**src/rtl/sc_pkg.sv**
```systemverilog
package sc_pkg;

    typedef enum logic [2:0] {
        ST_START = 3'd0,
        ST_SHIN  = 3'd1,
        ST_LATCH = 3'd2,
        ST_CAPT  = 3'd3,
        ST_SHOUT = 3'd4
    } sc_state_e;

    localparam logic [1:0] DRV_EXT = 2'b00;
    localparam logic [1:0] DRV_FW  = 2'b01;

endpackage

```
**src/rtl/sc_slot_decode.sv**
```systemverilog
module sc_slot_decode #(
    parameter int SEL_W  = 9,
    parameter int DATA_W = 8,
    parameter int POS_W  = 13
) (
    input  logic [POS_W-1:0]                  pos,
    input  logic [SEL_W-1:0]                  sel,
    input  logic [DATA_W-1:0]                 din,
    output logic                              in_bit,
    output logic                              out_hit,
    output logic [$clog2(2*DATA_W)-2:0]       bit_idx
);
    localparam int SLOT_W = 2 * DATA_W;
    localparam int OFF_W  = $clog2(SLOT_W);
    localparam int CMP_W  = (SEL_W > POS_W) ? SEL_W : POS_W;

    logic [CMP_W-1:0] slot_num;
    logic [CMP_W-1:0] sel_ext;
    logic             hit;
    logic             upper;

    assign slot_num = CMP_W'(pos >> OFF_W);
    assign sel_ext  = CMP_W'(sel);
    assign hit      = (slot_num == sel_ext);
    assign upper    = pos[OFF_W-1];
    assign bit_idx  = pos[OFF_W-2:0];
    assign in_bit   = hit && !upper && din[bit_idx];
    assign out_hit  = hit && upper;

endmodule

```
**src/rtl/sc_capture_merge.sv**
```systemverilog
module sc_capture_merge #(
    parameter int DATA_W = 8
) (
    input  logic [DATA_W-1:0]           acc,
    input  logic                        hit,
    input  logic [$clog2(DATA_W)-1:0]   bit_idx,
    input  logic                        tail,
    output logic [DATA_W-1:0]           acc_new
);
    localparam int IDX_W = $clog2(DATA_W);

    for (genvar i = 0; i < DATA_W; i++) begin : g_bit
        assign acc_new[i] = (hit && (bit_idx == IDX_W'(i))) ? tail : acc[i];
    end

endmodule

```
**src/rtl/sc_drv_mux.sv**
```systemverilog
module sc_drv_mux
    import sc_pkg::*;
(
    input  logic [1:0] drv_sel,
    input  logic       int_clk,
    input  logic       int_data,
    input  logic       int_sel,
    input  logic       int_latch,
    input  logic       ext_clk,
    input  logic       ext_data,
    input  logic       ext_sel,
    input  logic       ext_latch,
    input  logic       fw_clk,
    input  logic       fw_data,
    input  logic       fw_sel,
    input  logic       fw_latch,
    input  logic       tail_clk,
    input  logic       tail_data,
    output logic       chain_clk,
    output logic       chain_data,
    output logic       chain_sel,
    output logic       chain_latch,
    output logic       ret_clk,
    output logic       ret_data
);
    always_comb begin
        if (drv_sel[1]) begin
            chain_clk   = int_clk;
            chain_data  = int_data;
            chain_sel   = int_sel;
            chain_latch = int_latch;
        end else if (drv_sel == DRV_FW) begin
            chain_clk   = fw_clk;
            chain_data  = fw_data;
            chain_sel   = fw_sel;
            chain_latch = fw_latch;
        end else begin
            chain_clk   = ext_clk;
            chain_data  = ext_data;
            chain_sel   = ext_sel;
            chain_latch = ext_latch;
        end
    end

    assign ret_clk  = tail_clk;
    assign ret_data = tail_data;

endmodule

```
**src/rtl/scan_chain_ctrl.sv**
```systemverilog
module scan_chain_ctrl
    import sc_pkg::*;
#(
    parameter int NUM_DESIGNS = 498,
    parameter int SEL_W       = 9,
    parameter int DATA_W      = 8
) (
    input  logic              clk,
    input  logic              rst_n,
    input  logic [1:0]        drv_sel,
    input  logic [SEL_W-1:0]  active_sel,
    input  logic [DATA_W-1:0] des_in,
    output logic [DATA_W-1:0] des_out,
    output logic              ready,
    input  logic              ext_clk,
    input  logic              ext_data,
    input  logic              ext_sel,
    input  logic              ext_latch,
    input  logic              fw_clk,
    input  logic              fw_data,
    input  logic              fw_sel,
    input  logic              fw_latch,
    output logic              chain_clk,
    output logic              chain_data,
    output logic              chain_sel,
    output logic              chain_latch,
    input  logic              tail_clk,
    input  logic              tail_data,
    output logic              ret_clk,
    output logic              ret_data
);
    localparam int SLOT_W = 2 * DATA_W;
    localparam int OFF_W  = $clog2(SLOT_W);
    localparam int IDX_W  = OFF_W - 1;
    localparam int TOTAL  = NUM_DESIGNS * SLOT_W;
    localparam int POS_W  = $clog2(TOTAL);
    localparam logic [POS_W-1:0] POS_LAST = POS_W'(TOTAL - 1);

    typedef struct packed {
        sc_state_e         st;
        logic              ph;
        logic [POS_W-1:0]  pos;
        logic [SEL_W-1:0]  sel;
        logic [DATA_W-1:0] din;
        logic [DATA_W-1:0] acc;
        logic [DATA_W-1:0] dout;
        logic              rdy;
        logic              sclk;
        logic              sdata;
        logic              ssel;
        logic              slat;
    } regs_t;

    localparam regs_t REGS_RST = '{
        st: ST_START, ph: 1'b0, pos: '0, sel: '0, din: '0, acc: '0,
        dout: '0, rdy: 1'b0, sclk: 1'b0, sdata: 1'b0, ssel: 1'b0, slat: 1'b0
    };

    regs_t             q;
    regs_t             d;
    logic              int_en;
    logic              frame_bit;
    logic              out_hit;
    logic [IDX_W-1:0]  bit_idx;
    logic [DATA_W-1:0] acc_new;

    assign int_en = drv_sel[1];

    // Which chain position the sequencer is on, and what belongs there
    sc_slot_decode #(
        .SEL_W  (SEL_W),
        .DATA_W (DATA_W),
        .POS_W  (POS_W)
    ) u_dec (
        .pos     (q.pos),
        .sel     (q.sel),
        .din     (q.din),
        .in_bit  (frame_bit),
        .out_hit (out_hit),
        .bit_idx (bit_idx)
    );

    // Folds the bit arriving from the chain tail into the output byte
    sc_capture_merge #(
        .DATA_W (DATA_W)
    ) u_mrg (
        .acc     (q.acc),
        .hit     (out_hit),
        .bit_idx (bit_idx),
        .tail    (tail_data),
        .acc_new (acc_new)
    );

    // Combinational part: every next value is decided here
    always_comb begin
        d     = q;
        d.rdy = 1'b0;
        if (!int_en) begin
            d.st    = ST_START;
            d.ph    = 1'b0;
            d.sclk  = 1'b0;
            d.sdata = 1'b0;
            d.ssel  = 1'b0;
            d.slat  = 1'b0;
        end else begin
            unique case (q.st)
                ST_START: begin
                    d.sel  = active_sel;
                    d.din  = des_in;
                    d.acc  = '0;
                    d.pos  = POS_LAST;
                    d.ph   = 1'b0;
                    d.sclk = 1'b0;
                    d.st   = ST_SHIN;
                end
                ST_SHIN: begin
                    if (!q.ph) begin
                        d.sdata = frame_bit;
                        d.sclk  = 1'b0;
                        d.ph    = 1'b1;
                    end else begin
                        d.sclk = 1'b1;
                        d.ph   = 1'b0;
                        if (q.pos == '0) d.st  = ST_LATCH;
                        else             d.pos = q.pos - 1'b1;
                    end
                end
                ST_LATCH: begin
                    if (!q.ph) begin
                        d.sclk  = 1'b0;
                        d.sdata = 1'b0;
                        d.slat  = 1'b1;
                        d.ph    = 1'b1;
                    end else begin
                        d.ph = 1'b0;
                        d.st = ST_CAPT;
                    end
                end
                ST_CAPT: begin
                    if (!q.ph) begin
                        d.slat = 1'b0;
                        d.ssel = 1'b1;
                        d.ph   = 1'b1;
                    end else begin
                        d.sclk = 1'b1;
                        d.ph   = 1'b0;
                        d.pos  = POS_LAST;
                        d.st   = ST_SHOUT;
                    end
                end
                ST_SHOUT: begin
                    if (!q.ph) begin
                        d.ssel = 1'b0;
                        d.sclk = 1'b0;
                        d.ph   = 1'b1;
                    end else begin
                        d.sclk = 1'b1;
                        d.ph   = 1'b0;
                        d.acc  = acc_new;
                        if (q.pos == '0) begin
                            d.st   = ST_START;
                            d.rdy  = 1'b1;
                            d.dout = acc_new;
                        end else begin
                            d.pos = q.pos - 1'b1;
                        end
                    end
                end
                default: d.st = ST_START;
            endcase
        end
    end

    // Register part
    always_ff @(posedge clk or negedge rst_n) begin
        if (!rst_n) q <= REGS_RST;
        else        q <= d;
    end

    sc_drv_mux u_mux (
        .drv_sel     (drv_sel),
        .int_clk     (q.sclk),
        .int_data    (q.sdata),
        .int_sel     (q.ssel),
        .int_latch   (q.slat),
        .ext_clk     (ext_clk),
        .ext_data    (ext_data),
        .ext_sel     (ext_sel),
        .ext_latch   (ext_latch),
        .fw_clk      (fw_clk),
        .fw_data     (fw_data),
        .fw_sel      (fw_sel),
        .fw_latch    (fw_latch),
        .tail_clk    (tail_clk),
        .tail_data   (tail_data),
        .chain_clk   (chain_clk),
        .chain_data  (chain_data),
        .chain_sel   (chain_sel),
        .chain_latch (chain_latch),
        .ret_clk     (ret_clk),
        .ret_data    (ret_data)
    );

    assign des_out = q.dout;
    assign ready   = q.rdy;

endmodule

```
**config.mk**
```make
export PLATFORM = sky130hd
export DESIGN_NAME = scan_chain_ctrl
export DESIGN_NICKNAME = d
export VERILOG_FILES = /design/src/rtl/sc_pkg.sv /design/src/rtl/sc_slot_decode.sv /design/src/rtl/sc_capture_merge.sv /design/src/rtl/sc_drv_mux.sv /design/src/rtl/scan_chain_ctrl.sv
export SDC_FILE = /design/constraint.sdc
export NUM_CORES = 1
export LEC_CHECK = 0
export CAP_MARGIN = 20
export CORE_ASPECT_RATIO = 0.7
export CORE_UTILIZATION = 40
export DETAILED_ROUTE_END_ITERATION = 7
export SLEW_MARGIN = 30
export SYNTH_ARGS = -nofsm -noshare
export SYNTH_HDL_FRONTEND = slang
export SYNTH_SLANG_ARGS = --single-unit
```
**constraint.sdc**
```tcl
create_clock -name clk -period 5.25 [get_ports clk]
set_input_delay 1.3125 -clock clk [delete_from_list [all_inputs] [get_ports clk]]
set_output_delay 1.3125 -clock clk [all_outputs]
set_load 0.05 [all_outputs]
```
==> reports/summary.txt <==
status: completed
drt via density: 5.36
vias in the first global route: 2,311
CTS Buffer Depth: 2
switching share of power: 27.0%
fillcell total: 726
worst rel slew slack: 52.4%
num rows: 26
WL/cell: 15.0 um
Post-Route WL: 6540 um
total CTS buffers: 5
Mapped Cells: 308
Final ANT Viol Nets: 0
hold crit path type: flip-flop to flip-flop
P_leak: 1.52 nW
startpoint types: primary input
top cells by area, synth: dfrtp_1 43%, mux2_2 9.6%, nand2_1 3.7%
Via Count: 2,333
die height: 76.4 um
Max Cap Viol: 0
Iter 0 DRT Violations: 92
Final Max Tran Viols: 0
Psw: 0.262 mW
area grow syn2layout: 18.1%
Layout Skew: 3.58 ps
Gate power share: 16.9%
Worst-path clk slew: 70 ps
final layout net count: 372
DRC Markers: 0
area of the multi-input gates: 1610 um2
IO Pins: 46
CTS H-tree lvls: 2
Int Pwr: 0.710 mW
top cell type's share of synthesized area: 43.5%
first-pass GRT wire length: 11,500 um
die extent in x: 108 um
Async SR Flop Fraction: 100%
synth cell count leaders: 55 x dfrtp_1, 31 x nand2_1, 27 x mux2_2, 17 x nand3_1, 12 x o21ai_0
sequential share of power: 49.8%
gp weighted congestion: 0.768
Finished Cell Area: 3740 um2
Worst-Skew Late Latency: 290 ps
worst slew pin tran: 714 ps
Yosys Warn Count: 0
clock sink total: 55
Yosys reg bits: 55
Post-CTS Setup Bufs: 0
sequential area share after synthesis: 43.5%
starting density of the core: 42.3%
final setup vio count: 0
critical path data arrival time: 2980 ps
CTS root buffer: clkbuf_16
dpl cell area: 3590 um2
GRT Resource Usage Total: 17.4%
Port Buffers: 43
full die area: 8280 um2
register area: 1380 um2
Period minus WS final: 4290 ps
worst slack at placement: 938 ps
Power Density: 260 nW/um2
largest area contributor in the netlist: dfrtp_1
pin count of the biggest net entering global routing: 56
period utilization: 81.7%
Final Hold Viols: 0
global route overflow: 0
post-route insts no fill: 435
First-pass DRT Iterations: 4
clock power share: 33.2%
DP HPWL: 4600 um
Peak VDD IR: 0.171 mV
Placeable Area: 7480 um2
TritonCTS clock tree: done
# diodes: 0
total negative slack: 0 ps
Netlist cell types: 53
most common cell in the netlist: dfrtp_1
Most used DFF post-synth: dfrtp_1
fin util: 49.9%
Total Power: 0.972 mW
data required time at the worst endpoint: 3940 ps
Fmax: 233 MHz
RSZ-0062 raised after global routing: false
cell total after placement: 427
Crit Path Class: primary input to output pin
Post-synth EDFFs: 0
worst-path fanout max: 4
initial antenna violation count: 0
mapped cell area: 3160 um2
worst setup margin: 959 ps
final hold slack: 501 ps
share of cells above drive strength 1: 17.8%
syn avg cell area: 10.3 um2
hold buffer count at CTS: 0
Syn Nets: 344
CTS resizes: 0
CP Capture Type: output pin
layer usage:
metal	GRT usage, %	routed length, um	share of wire (%)	up-vias
met4	2.84	25	0.38	0
li1	-	-	-	1159
met1	26.2	3460	53	1114
met3	3.59	344	5.3	4
met5	0	0	0	-
met2	25.8	2710	41	56
power groups by stage:
| stage | clock network (mW) | logic [mW] | registers (mW) |
|---|---|---|---|
| 2_1_floorplan | 0 | 0.122 | 0.476 |
| 3_3_place_gp | 0 | 0.162 | 0.492 |
| 3_5_place_dp | 0 | 0.165 | 0.493 |
| 4_1_cts | 0.334 | 0.167 | 0.484 |
| 5_1_grt | 0.351 | 0.186 | 0.491 |
| 6_report | 0.323 | 0.165 | 0.484 |
layout make-up:
type                            instances  area share [%]
Timing Repair Buffer                   48            12.4
Sequential cell                        55            36.8
Tap cell                               98            3.28
Clock inverter                          2           0.335
Multi-Input combinational cell        221            43.2
Clock buffer                            6            3.45
Inverter                                5           0.502
state kept, by name (all words and copies together) (netlist names):
signal,count
des_out,8
q,46
ready,1
critical path: stages:
cell and delay, ps:
clkdlybuf4s50_1 590, mux2i_1 110, o21ai_0 140, clkdlybuf4s50_1 820
cells in the final DEF, fill, tap and decap left out, types with 2 or more instances in the layout:
master and instances:
a211oi_1 2, a21boi_0 2, a21oi_1 7, a31o_2 9, a31oi_1 3, and2_1 6
and3_1 7, buf_4 5, clkbuf_16 5, clkdlybuf4s50_1 42, dfrtp_1 55, ha_1 5
inv_1 5, mux2_2 27, mux2i_1 8, nand2_1 31, nand2b_1 7, nand3_1 17
nand4_1 8, nor2_1 11, nor2b_1 4, nor3_1 4, o211ai_1 2, o21a_1 2
o21ai_0 12, o22ai_1 2, o31ai_1 3, or3_1 2, or4_1 4, xnor2_1 5
xor2_1 10
cells by family (layout without fill, tap and decap cells):
family                   count (synthesis)  count (layout)  synth area share, %
adder cells (fa/ha/maj)                  5               5                 1.98
buffers and inverters                   32              61                 5.50
multiplexers                            35              35                 12.1
flip-flops                              55              55                 43.5
XOR/XNOR                                15              15                 4.15
AND/OR/NAND/NOR                        114             114                 20.5
AO/OA/AOI/OAI                           52              52                 12.3
path summary, 6_finish.rpt:
path / endpoint / from / cells after the start / slack, ps
worst max register to register: des_out[5] / q[38] / 6 / 2710
worst min-delay path: q[16] / q[16] / 2 / 500
max in group asynchronous: des_out[2] / rst_n / 2 / 3610
min in group asynchronous: q[0] / rst_n / 2 / 1160
worst max-delay path: chain_clk / drv_sel[0] / 4 / 960
worst min register to register: q[16] / q[16] / 2 / 500
Power figures use the tool's default switching activity.
